`config.mk`:
```
export PLATFORM = sky130hd
export DESIGN_NAME = mnd_divider
export DESIGN_NICKNAME = d
export VERILOG_FILES = /design/src/rtl/mnd_pkg.sv /design/src/rtl/mnd_tick_gen.sv /design/src/rtl/mnd_ratio_hold.sv /design/src/rtl/mnd_mod_core.sv /design/src/rtl/mnd_divider.sv
export SDC_FILE = /design/constraint.sdc
export NUM_CORES = 1
export LEC_CHECK = 0
export ABC_AREA = 1
export BUFFER_PORTS_ARGS = -buffer_cell sky130_fd_sc_hd__buf_2
export CORE_UTILIZATION = 40
export DETAILED_ROUTE_END_ITERATION = 6
export GPL_TIMING_DRIVEN = 0
export PLACE_DENSITY = 0.62
export SLEW_MARGIN = 20
export SYNTH_ARGS = -nofsm -noshare
export SYNTH_HDL_FRONTEND = slang
export SYNTH_HIERARCHICAL = 1
export SYNTH_SLANG_ARGS = --single-unit
```
`constraint.sdc`:
```
create_clock -name clk -period 5.7 [get_ports clk]
set_input_delay 0.855 -clock clk [delete_from_list [all_inputs] [get_ports clk]]
set_output_delay 0.855 -clock clk [all_outputs]
set_load 0.05 [all_outputs]
```
`src/rtl/mnd_pkg.sv`:
```
package mnd_pkg;

  // Default field widths of the ratio word: N = 2**A_W * M + A
  localparam int unsigned DEF_M_W       = 13;
  localparam int unsigned DEF_A_W       = 4;
  // Ratio active after reset
  localparam int unsigned DEF_RST_RATIO = 240;
  // Smallest M accepted (keeps the first sub-cycle apart from the reload)
  localparam int unsigned MIN_M         = 2;

endpackage

```
`src/rtl/mnd_tick_gen.sv`:
```
module mnd_tick_gen #(
  parameter bit HAS_PRESCALE = 1'b1
) (
  input  logic clk,
  input  logic rst,
  input  logic pe_act,
  input  logic realign,
  output logic tick
);

  generate
    if (HAS_PRESCALE) begin : g_div2
      logic ph;
      // Phase restarts at every reload so a newly enabled /2 stage
      // gives exactly two clocks per tick from the first tick on.
      always_ff @(posedge clk) begin
        if (rst)          ph <= 1'b0;
        else if (realign) ph <= 1'b0;
        else              ph <= ~ph;
      end
      assign tick = ~pe_act | ph;
    end else begin : g_direct
      wire unused_tick_in = clk ^ rst ^ pe_act ^ realign;
      assign tick = 1'b1;
    end
  endgenerate

endmodule

```
`src/rtl/mnd_ratio_hold.sv`:
```
module mnd_ratio_hold #(
  parameter int unsigned M_W       = mnd_pkg::DEF_M_W,
  parameter int unsigned A_W       = mnd_pkg::DEF_A_W,
  parameter int unsigned RST_RATIO = mnd_pkg::DEF_RST_RATIO,
  localparam int unsigned N_W      = M_W + A_W
) (
  input  logic           clk,
  input  logic           rst,
  input  logic           load,
  input  logic [N_W-1:0] ratio,
  input  logic           pe,
  input  logic           reload,
  output logic [M_W-1:0] nxt_m,
  output logic [A_W-1:0] nxt_a,
  output logic           act_pe
);

  localparam logic [N_W-1:0] RST_N = N_W'(RST_RATIO);

  logic [M_W-1:0] in_m;
  logic [A_W-1:0] in_a;
  logic           in_ok;

  assign in_m  = ratio[N_W-1:A_W];
  assign in_a  = ratio[A_W-1:0];
  assign in_ok = (in_m >= M_W'(mnd_pkg::MIN_M)) && (in_m >= M_W'(in_a));

  logic           pend_v;
  logic [M_W-1:0] pend_m, act_m;
  logic [A_W-1:0] pend_a, act_a;
  logic           pend_pe;

  always_ff @(posedge clk) begin
    if (rst) begin
      pend_v  <= 1'b0;
      pend_m  <= '0;
      pend_a  <= '0;
      pend_pe <= 1'b0;
      act_m   <= RST_N[N_W-1:A_W];
      act_a   <= RST_N[A_W-1:0];
      act_pe  <= 1'b0;
    end else begin
      if (reload && pend_v) begin
        act_m  <= pend_m;
        act_a  <= pend_a;
        act_pe <= pend_pe;
        pend_v <= 1'b0;
      end
      // A request arriving with the reload waits for the next one;
      // a later request overwrites an earlier pending one.
      if (load && in_ok) begin
        pend_m  <= in_m;
        pend_a  <= in_a;
        pend_pe <= pe;
        pend_v  <= 1'b1;
      end
    end
  end

  // Counter load values presented at the reload edge
  assign nxt_m = pend_v ? pend_m : act_m;
  assign nxt_a = pend_v ? pend_a : act_a;

endmodule

```
`src/rtl/mnd_mod_core.sv`:
```
module mnd_mod_core #(
  parameter int unsigned M_W       = mnd_pkg::DEF_M_W,
  parameter int unsigned A_W       = mnd_pkg::DEF_A_W,
  parameter int unsigned RST_RATIO = mnd_pkg::DEF_RST_RATIO
) (
  input  logic           clk,
  input  logic           rst,
  input  logic           tick,
  input  logic [M_W-1:0] nxt_m,
  input  logic [A_W-1:0] nxt_a,
  output logic           reload,
  output logic           fpd,
  output logic           fpd_half,
  output logic           strobe
);

  localparam int unsigned N_W  = M_W + A_W;
  localparam int unsigned S_W  = A_W + 1;
  localparam logic [N_W-1:0] RST_N   = N_W'(RST_RATIO);
  localparam logic [S_W-1:0] LAST_LO = S_W'((1 << A_W) - 1);
  localparam logic [S_W-1:0] LAST_HI = S_W'(1 << A_W);

  logic [S_W-1:0] sub_cnt;
  logic [M_W-1:0] m_cnt;
  logic [A_W-1:0] a_cnt;
  logic           first_q, half_q, strobe_q;
  logic           mod_hi, sub_end, last_sub;

  assign mod_hi   = (a_cnt != '0);
  assign sub_end  = tick && (sub_cnt == (mod_hi ? LAST_HI : LAST_LO));
  assign last_sub = (m_cnt == M_W'(1));
  assign reload   = sub_end && last_sub;

  always_ff @(posedge clk) begin
    if (rst) begin
      sub_cnt  <= '0;
      m_cnt    <= RST_N[N_W-1:A_W];
      a_cnt    <= RST_N[A_W-1:0];
      first_q  <= 1'b0;
      half_q   <= 1'b0;
      strobe_q <= 1'b0;
    end else begin
      strobe_q <= reload;
      if (tick) begin
        if (sub_end) sub_cnt <= '0;
        else         sub_cnt <= sub_cnt + S_W'(1);
      end
      if (reload) begin
        m_cnt   <= nxt_m;
        a_cnt   <= nxt_a;
        first_q <= 1'b1;
        half_q  <= ~half_q;
      end else if (sub_end) begin
        m_cnt   <= m_cnt - M_W'(1);
        if (mod_hi) a_cnt <= a_cnt - A_W'(1);
        first_q <= 1'b0;
      end
    end
  end

  assign fpd      = first_q;
  assign fpd_half = half_q;
  assign strobe   = strobe_q;

endmodule

```
`src/rtl/mnd_divider.sv`:
```
module mnd_divider #(
  parameter int unsigned M_W          = mnd_pkg::DEF_M_W,
  parameter int unsigned A_W          = mnd_pkg::DEF_A_W,
  parameter int unsigned RST_RATIO    = mnd_pkg::DEF_RST_RATIO,
  parameter bit          HAS_PRESCALE = 1'b1,
  localparam int unsigned N_W         = M_W + A_W
) (
  input  logic           clk,
  input  logic           rst,
  input  logic [N_W-1:0] ratio,
  input  logic           pe,
  input  logic           load,
  output logic           fpd,
  output logic           fpd_half,
  output logic           strobe
);

  logic           tick, reload, act_pe;
  logic [M_W-1:0] nxt_m;
  logic [A_W-1:0] nxt_a;

  mnd_tick_gen #(.HAS_PRESCALE(HAS_PRESCALE)) u_tick (
    .clk(clk), .rst(rst), .pe_act(act_pe), .realign(reload), .tick(tick)
  );

  mnd_ratio_hold #(.M_W(M_W), .A_W(A_W), .RST_RATIO(RST_RATIO)) u_hold (
    .clk(clk), .rst(rst), .load(load), .ratio(ratio), .pe(pe),
    .reload(reload), .nxt_m(nxt_m), .nxt_a(nxt_a), .act_pe(act_pe)
  );

  mnd_mod_core #(.M_W(M_W), .A_W(A_W), .RST_RATIO(RST_RATIO)) u_core (
    .clk(clk), .rst(rst), .tick(tick), .nxt_m(nxt_m), .nxt_a(nxt_a),
    .reload(reload), .fpd(fpd), .fpd_half(fpd_half), .strobe(strobe)
  );

endmodule

```
==> metrics.txt, run 1 <==
Synth top cells by count 103 x nand2_1, 63 x dfxtp_1, 63 x nor2_1; Data arrival, critical path 2.45 ns; largest net degree at the start of global routing 11; Leak 0.00183 uW; DIE AREA 9440 sq um; initial antenna violation count 0; RePlAce Congestion 0.824; row cnt 34; Initial Util 0.413; RR Endpoint u_hold/act_a[2]; CP Capture Type flop; vias in the first global route 2900; Final Skew 0.00764 ns; iteration-0 DRC count of the detailed router 114; Yosys reg bits 63; CP max FO 10; Num CTS Buffers 9; vias after detailed routing 3221; core area 8760 sq um; area share of the largest cell type after synthesis 0.348; Filler cells 912; f_max 449 MHz; Hold Fails Final Rpt 0; R2R Path Start u_core/a_cnt[0]; yosys warns 6; wire per inst 12.4 um; hpwl dp 6090 um; Post-DRT Antenna Nets 0; Hold WC Path Type flop to flop; Area Overhead vs Synth 11.8%; share of cells above drive strength 1 0.191; synthesized area 3620 sq um; final core utilization 0.462; crit-path cells inv_1, ha_1, nand3_2, inv_2, nand2_2, nand2_4, nand2_4, nor2_4, nand2_1, clkbuf_1, o21ai_0, a21oi_1; CTS tree done; # clock sinks 63; slowest stage delay, CP 0.30 ns; area leader, netlist dfxtp_1; worst slew pin tran 0.619 ns; routed wire length 8090 um; Via density 4.93; Multi-input gate area 1930 sq um; CP required 5.92 ns; setup TNS 0 ns; min Tclk post-route 2.23 ns; top cells by area, synth dfxtp_1 35%, nand2_1 11%, nor2_1 6.5%, inv_1 6.4%, o21ai_0 5.7%; Post-synth EDFFs 0; clock-pin slew on the worst setup and hold paths 0.06 ns; CP startpoint kind flop; insertion delay to the later sink of the worst-skew pair 0.35 ns; Net Count, Synth 536; global-route wire length before repair 13700 um; Tot Pwr 909 uW; post-synth cell types 40; RSZ-0062 raised after global routing no; clk buf depth 2; GRT Overall Usage 0.180; DIE HEIGHT 97.2 um; Mean Syn Cell Area 7.15 sq um; FF+latch area 1260 sq um; total congestion overflow 0; worst min-delay path startpoint u_hold/act_a[2]; IO Count 24; maximum VDD drop 0.0874 mV; Crit Path Class flop to flop; CTS Hold Bufs 0; Tcrit/Tclk final 0.391; fin nets 570; Port Buffers 23; most numerous cell in the Yosys netlist nand2_1; drt pass-1 iters 4; max-slew violations 0; sequential fraction of the synthesis area 0.348; status complete, no violations; Die X 97.2 um; slowest CP cell dfxtp_1; worst hold stages 2; R2R setup slack 3.47 ns; pwr dens 224 nW/um^2; Post-CTS Setup Bufs 0; post-cts sizing count 0; Synth Instances 507; Worst slew margin 0.587; # setup viols final 0; diode count 0; CTS H-tree depth 3; DRC 0; MaxCap Viol Count 0; CTS root buffer clkbuf_8; Worst Reg-to-Reg Cells 12; Most used DFF post-synth dfxtp_1; crit-path most repeated cell nand2_4; share of async-settable or async-resettable flops after synthesis 0; hold endpoint u_hold/act_a[2]
[layer usage]
layer,share of wire,track usage
met1,0.50,0.239
met2,0.45,0.287
met3,0.034,0.0360
met4,0.014,0.0677
met5,0,0
[layout make-up]
cell class / instances / share of cell area
clock buffers: 11 / 0.0324
plain buffers: 20 / 0.0392
repair buffers: 23 / 0.0284
clock inverters: 4 / 0.0117
flip-flops and latches: 63 / 0.311
multi-input cells: 352 / 0.477
inverters: 72 / 0.0667
well taps: 108 / 0.0333
[worst max-delay path: cells and delay by family (launching register included)]
| kind | cells | cell delay (ns) |
|---|---|---|
| simple gates | 6 | 0.86 |
| buf+inv | 3 | 0.46 |
| fa+ha+maj | 1 | 0.21 |
| flops | 1 | 0.30 |
| compound gates | 2 | 0.27 |
[cells in the final DEF, fill, tap and decap left out, types with 6 or more instances in the layout]
master	Yosys	layout
inv_2	8	8
dfxtp_1	63	63
o21ai_0	41	41
nand3_1	22	22
buf_6	7	7
buf_2	2	25
a21oi_1	37	37
clkbuf_8	1	10
nor3_1	6	6
clkbuf_1	7	9
nand4_1	6	6
nand2_1	103	103
inv_1	62	62
ha_1	8	8
nor2_1	63	63
nand3_2	14	14
[registers in the layout, indices dropped and copies added (netlist names), 4 cells and up]
signal,cells
u_hold/pend_a,4
u_hold/act_a,4
u_hold/pend_m,13
u_core/a_cnt,4
u_hold/act_m,13
u_core/m_cnt,13
u_core/sub_cnt,5
[cell families after synthesis]
group | share of synthesized area
AND/OR/NAND/NOR | 0.321
flip-flops | 0.348
buffers and inverters | 0.118
XOR/XNOR | 0.0145
AO/OA/AOI/OAI | 0.170
adder cells (fa/ha/maj) | 0.0276
[power by group]
part	total, uW	leakage (uW)	internal (uW)	switching (uW)
Clock	371	0.0000892	198	173
Sequential	461	0.000514	452	8.89
Combinational	77.4	0.00122	30.5	46.9
[through the flow]
step	hold WS [ns]	cells	area [sq um]	worst slack, ns
after detailed placement	0.438	638	3870	3.42
after global placement	0.433	638	3870	3.45
final	0.447	653	4050	3.47
after global routing	0.466	653	4050	3.31
after floorplan	0.424	507	3620	3.63
after CTS	0.449	653	4050	3.47
[how the worst max path moves through the flow]
stage	slack, ns	to	startpoint	cells past startpoint
after CTS	3.47	u_hold/act_a[1]	u_core/a_cnt[0]	12
final	3.47	u_hold/act_a[2]	u_core/a_cnt[0]	12
after global placement	3.45	u_hold/pend_m[5]	ratio[2]	13
after detailed placement	3.42	u_hold/pend_m[7]	ratio[2]	10
after global routing	3.31	u_hold/act_m[10]	u_core/a_cnt[0]	12
after floorplan	3.63	u_hold/pend_a[3]	ratio[3]	8
Note: power is estimated with default switching activity, not from simulation.
==> run 2, diff against run 1 <==
--- a/config.mk
+++ b/config.mk
@@ -10,7 +10,7 @@
 export CORE_UTILIZATION = 40
 export DETAILED_ROUTE_END_ITERATION = 6
 export GPL_TIMING_DRIVEN = 0
-export PLACE_DENSITY = 0.62
+export PLACE_DENSITY = 0.64
 export SLEW_MARGIN = 20
 export SYNTH_ARGS = -nofsm -noshare
 export SYNTH_HDL_FRONTEND = slang
==> constraint.sdc (replaced) <==
create_clock -name clk -period 1.8 [get_ports clk]
set_input_delay 0.27 -clock clk [delete_from_list [all_inputs] [get_ports clk]]
set_output_delay 0.27 -clock clk [all_outputs]
set_load 0.05 [all_outputs]
==> run 2 against run 1 <==
  * Utilization up 1.4 points
  * Critical path type unchanged
  * Die area unchanged
  * Via count is 1.1% higher
  * Count of clock-buffer cells in the layout increased by 2
  * Largest power group unchanged
  * Combinational power grew to 3.2 times the previous value
  * Clock power increased to 3.3 times the previous value
  * Largest cell class unchanged
==> metrics.txt, run 2 (same netlist as run 1, synthesis figures left out) <==
core area 8760 sq um (unchanged); share of cells above drive strength 1 0.217 (+0.0258); routed wire length 8270 um (+2.2%); Initial Util 0.413 (unchanged); insertion delay to the later sink of the worst-skew pair 0.35 ns (about the same); worst slew pin tran 0.594 ns (-0.0247 ns); CTS H-tree depth 3 (unchanged); RePlAce Congestion 0.862 (+4.6%); biggest regs u_core/m_cnt (13), u_hold/act_m (13), u_hold/pend_m (13); net switching power 733 uW (+220%); Hold WC Path Type input port to flop; R2R setup slack 0.09 ns (-3.38 ns); FF+latch area 1260 sq um (unchanged); CTS tree done; CP startpoint kind flop; # setup viols final 0 (unchanged); Switching Fraction 0.249 (-0.00205); Worst slew margin 0.604 (+0.0165); hpwl dp 6030 um (-0.88%); CP Capture Type flop; Worst Setup Slack, final 0.0919 ns (-3.38 ns); Data arrival, critical path 1.94 ns (-0.51 ns); DIE AREA 9440 sq um (unchanged); maximum VDD drop 0.244 mV (+180%); DIE HEIGHT 97.2 um (unchanged); vias after detailed routing 3257 (+1.1%); Port Buffers 23 (unchanged); drt pass-1 iters 5 (+1); setup TNS 0 ns (unchanged); initial antenna violation count 0 (unchanged); CP max FO 10 (unchanged); Tcrit/Tclk final 0.949 (+0.558); Post-DRT Antenna Nets 0 (unchanged); clock-pin slew on the worst setup and hold paths 0.07 ns (about the same); pwr dens 704 nW/um^2 (+210%); Die X 97.2 um (unchanged); worst min-delay path startpoint ratio[15]; f_max 585 MHz (+30%); Multi-input gate area 1980 sq um (+2.4%); CP required 2.03 ns (-3.89 ns); fin nets 578 (+1.4%); iteration-0 DRC count of the detailed router 136 (+19%); Hold Fails Final Rpt 0 (unchanged); status complete, no violations; Area Overhead vs Synth 15.3%; GRT Overall Usage 0.183 (+0.00364); Place WS -0.359 ns (-3.77 ns); DRC 0 (unchanged); Final Skew 0.00690 ns (-0.000742 ns); Filler cells 908 (-0.44%); wire per inst 12.5 um (+0.84%); total congestion overflow 0 (unchanged); largest net degree at the start of global routing 11 (unchanged); Crit Path Class flop to flop; leading cell types in the layout, fill and taps excluded 102 x nand2_1, 63 x dfxtp_1, 62 x nor2_1; global-route wire length before repair 13800 um (+1.1%); Logic pwr share 0.084 (about the same); Leak 0.00189 uW (+3.2%); # clock sinks 63 (unchanged); Seq pwr share 0.497 (-0.010); vias in the first global route 3010 (+3.8%); row cnt 34 (unchanged); max-slew violations 0 (unchanged); diode count 0 (unchanged); Clock power frac 0.419 (+0.011); worst hold stages 5 (+3); IO Count 24 (unchanged); Worst Reg-to-Reg Cells 12 (unchanged); clk buf depth 2 (unchanged); Num CTS Buffers 9 (unchanged); Int Power 2210 uW (+220%); min Tclk post-route 1.71 ns (-0.518 ns); RSZ-0062 raised after global routing yes; RR Endpoint u_hold/act_a[1]; CTS root buffer clkbuf_8; MaxCap Viol Count 0 (unchanged); hold endpoint u_hold/pend_m[11]; commonest non-fill, non-tap cell in the layout nand2_1; R2R Path Start u_core/a_cnt[1]; Via density 4.92 (-0.26%)
[run 2: worst max-delay path by stage]
stage	from	endpoint	slack, ns	cells past startpoint
after floorplan	u_core/a_cnt[0]	u_hold/act_a[0]	0.01	12
after global placement	u_core/a_cnt[0]	u_hold/act_a[1]	-0.34	12
after detailed placement	u_core/a_cnt[0]	u_hold/act_a[2]	-0.36	12
after CTS	u_core/a_cnt[1]	u_hold/act_a[2]	0.01	11
after global routing	u_core/m_cnt[1]	u_core/a_cnt[0]	-0.02	11
final	u_core/a_cnt[1]	u_hold/act_a[1]	0.09	12
[run 2: repair_timing]
action                     CTS  global route
hold buffers                 0             0
buffers inserted             2             5
setup endpoints to repair   18            18
resized for setup            8            12
gates cloned                 0             1
pin swaps                    3             1
[run 2: metrics by stage]
stage | total power, uW | util | cells | hold WS (ns) | area, sq um
floorplan | 1660 | - | 507 | 0.336 | 3620
global placement | 1730 | 0.442 | 638 | 0.433 | 3870
detailed placement | 1740 | 0.442 | 638 | 0.438 | 3870
CTS | 2960 | 0.470 | 656 | 0.240 | 4120
global route | 3070 | 0.477 | 662 | 0.263 | 4180
finish | 2940 | 0.477 | 662 | 0.246 | 4180
[run 2: area by class of cell]
cell class / instances / area share
sequential: 63 / 0.302
clock buffer: 13 / 0.0357
inverter: 72 / 0.0647
multi-input combinational: 353 / 0.474
clock inverter: 3 / 0.0102
buffer: 20 / 0.0410
timing repair buffer: 30 / 0.0401
tap: 108 / 0.0324
[run 2: routing by layer]
metal | wire, um | vias to the layer above | GRT usage
li1 | - | 1716 | -
met1 | 4060 | 1469 | 0.238
met2 | 3750 | 64 | 0.293
met3 | 343 | 8 | 0.0396
met4 | 113 | 0 | 0.0781
met5 | 0 | - | 0
[run 2: power groups by stage]
stage	Clock (uW)	Combinational [uW]	Sequential [uW]
finish	1230	248	1460
global route	1320	285	1460
CTS	1250	248	1460
detailed placement	0	246	1490
global placement	0	242	1490
floorplan	0	174	1480
[run 2: critical path, stage by stage, from the launching register on]
cell,delay (ns)
dfxtp_1,0.31
inv_2,0.08
ha_4,0.16
nand3_4,0.11
inv_2,0.07
nand2_2,0.09
nand2_4,0.09
nand2_4,0.06
nor2_4,0.17
nand2_4,0.10
buf_8,0.15
o21ai_0,0.14
a21oi_1,0.05
==> run 3, diff against run 2 <==
--- a/config.mk
+++ b/config.mk
@@ -7,10 +7,10 @@
 export LEC_CHECK = 0
 export ABC_AREA = 1
 export BUFFER_PORTS_ARGS = -buffer_cell sky130_fd_sc_hd__buf_2
-export CORE_UTILIZATION = 40
+export CORE_UTILIZATION = 60
 export DETAILED_ROUTE_END_ITERATION = 6
 export GPL_TIMING_DRIVEN = 0
-export PLACE_DENSITY = 0.64
+export PLACE_DENSITY = 0.84
 export SLEW_MARGIN = 20
 export SYNTH_ARGS = -nofsm -noshare
 export SYNTH_HDL_FRONTEND = slang
==> constraint.sdc (replaced) <==
create_clock -name clk -period 2.1 [get_ports clk]
set_input_delay 0.315 -clock clk [delete_from_list [all_inputs] [get_ports clk]]
set_output_delay 0.315 -clock clk [all_outputs]
set_load 0.05 [all_outputs]
==> run 3 against run 2 <==
  * Register-to-register slack better by 0.05 ns
  * Highest routed layer unchanged
  * Setup slack better by 0.051 ns
  * Global-route usage is 9.3 points higher
  * Clock power is 6% lower
  * Power is 11% lower
  * Largest cell class unchanged
  * Count of clock-buffer cells in the layout is 4 lower
  * Sequential share of layout area is 0.55 points higher
  * Non-clock buffer count is 2 lower
  * Hold slack better by 0.052 ns
  * Cell area is 1.8% lower
==> metrics.txt, run 3 (same netlist as run 1, synthesis figures left out) <==
post-route design area 4100 sq um (-1.8%); RSZ-0062 raised after global routing no; CP Capture Type flop; initial antenna violation count 0 (unchanged); fin nets 575 (-0.52%); core area 5680 sq um (-35%); Hold Fails Final Rpt 0 (unchanged); largest net degree at the start of global routing 13 (+2); setup TNS 0 ns (unchanged); row cnt 27 (-21%); diode count 0 (unchanged); Leak 0.00188 uW (-0.10%); Die X 79.7 um (-18%); worst slew pin tran 0.593 ns (-0.000994 ns); maximum VDD drop 0.325 mV (+33%); Data arrival, critical path 2.20 ns (+0.26 ns); Num CTS Buffers 9 (unchanged); CTS H-tree depth 3 (unchanged); vias in the first global route 3094 (+2.8%); clock-pin slew on the worst setup and hold paths 0.07 ns (about the same); Tot Pwr 2620 uW (-11%); min Tclk post-route 1.96 ns (+0.249 ns); global-route wire length before repair 13500 um (-2.4%); R2R setup slack 0.14 ns (+0.05 ns); vias after detailed routing 3337 (+2.5%); status complete, no violations; drt pass-1 iters 7 (+2); Worst slew margin 0.604 (+0.000663); routed wire length 8160 um (-1.2%); wire per inst 13.1 um (+4.9%); pwr dens 640 nW/um^2 (-9.1%); FF+latch area 1260 sq um (unchanged); Port Buffers 23 (unchanged); CP endpoint u_hold/act_m[11]; GRT Overall Usage 0.277 (+0.0933); R2R Path Start u_core/a_cnt[0]; Multi-input gate area 1940 sq um (-1.8%); MaxCap Viol Count 0 (unchanged); biggest regs u_core/m_cnt (13), u_hold/act_m (13), u_hold/pend_m (13); CTS root buffer clkbuf_8; CP required 2.34 ns (+0.31 ns); Initial Util 0.638 (+0.225); iteration-0 DRC count of the detailed router 151 (+11%); Final Skew 0.00658 ns (-0.000320 ns); RR Endpoint u_hold/act_m[11]; Worst Setup SP u_core/a_cnt[0]; DIE AREA 6350 sq um (-33%); Filler cells 474 (-48%); max-slew violations 0 (unchanged); DRC 0 (unchanged); IO Count 24 (unchanged); insertion delay to the later sink of the worst-skew pair 0.34 ns (about the same); hpwl dp 6030 um (about the same); CP startpoint kind flop; total congestion overflow 0 (unchanged); Area Overhead vs Synth 13.2%; DIE HEIGHT 79.7 um (-18%); Via density 5.36 (+8.9%); leading cell types in the layout, fill and taps excluded 102 x nand2_1, 63 x nor2_1, 63 x dfxtp_1; Crit Path Class flop to flop; Hold WS 0.297 ns (+0.0519 ns); # clock sinks 63 (unchanged); CP max FO 10 (unchanged); Worst Reg-to-Reg Cells 11 (-1); RePlAce Congestion 0.877 (+1.8%); Hold WC Path Type input port to flop; CTS tree done; f_max 511 MHz (-13%); Tcrit/Tclk final 0.932 (-0.0171); final core utilization 0.723 (+0.246); commonest non-fill, non-tap cell in the layout nand2_1; Post-DRT Antenna Nets 0 (unchanged); CTS Hold Bufs 0 (unchanged); clk buf depth 2 (unchanged); placed cell area 3830 sq um (-1.2%); # setup viols final 0 (unchanged); share of cells above drive strength 1 0.211 (-0.00608)
==> run 3: changes by cell type in the layout (fill, tap and decap cells not counted), sizes merged <==
cell,change
buf,-4
bufinv,+1
clkbuf,-2
clkinvlp,+2
inv,+1
nand2,-1
==> run 3: area by class of cell <==
class                      count  share of cell area
buffer                        20              0.0400
clock buffer                   9              0.0302
clock inverter                 7              0.0235
inverter                      72              0.0659
multi-input combinational    352               0.474
sequential                    63               0.308
tap                           72              0.0220
timing repair buffer          28              0.0372
==> run 3: critical path, stage by stage (launching register included) <==
cell and delay, ns:
dfxtp_1 0.30, inv_1 0.12, ha_2 0.23, nand3_2 0.13, inv_2 0.08, nand2_2 0.09
nand2_4 0.13, nand2_4 0.08, nor2_4 0.15, nand2_4 0.11, clkbuf_4 0.20, a211oi_1 0.24
==> run 3: per-stage QoR <==
stage	setup WS, ns	cells
2_1_floorplan	0.289	507
3_3_place_gp	-0.0655	602
3_5_place_dp	-0.163	602
4_1_cts	0.0447	619
5_1_grt	0.000185	623
6_report	0.143	623
==> run 3: routing by layer <==
layer  track usage  vias to the layer above  wire length (um)
met5             0                        -                 0
met3        0.0503                       12               438
li1              -                     1708                 -
met4         0.107                        0               131
met1         0.324                     1496              3500
met2         0.494                      121              4090
==> run 3: what timing repair did <==
item | in CTS | in global routing
resized for setup | 3 | 6
buffers inserted | 1 | 4
endpoints found under the setup margin | 14 | 12
pin swaps | 1 | 2
==> run 3: worst min-delay path by stage <==
stage	depth (start not counted)	startpoint	end	slack (ns)
2_1_floorplan	1	rst	u_tick/g_div2.ph	0.38
3_3_place_gp	2	u_hold/act_m[6]	u_hold/act_m[6]	0.43
3_5_place_dp	2	u_hold/act_a[3]	u_hold/act_a[3]	0.44
4_1_cts	2	rst	u_tick/g_div2.ph	0.28
5_1_grt	2	rst	u_tick/g_div2.ph	0.28
6_report	2	rst	u_tick/g_div2.ph	0.30
==> run 3: where the power goes <==
| part | internal [uW] | total (uW) | leakage, uW | switching, uW |
|---|---|---|---|---|
| sequential | 1230 | 1250 | 0.000514 | 23.8 |
| combinational | 83.2 | 211 | 0.00127 | 128 |
| clock | 669 | 1160 | 0.000102 | 493 |
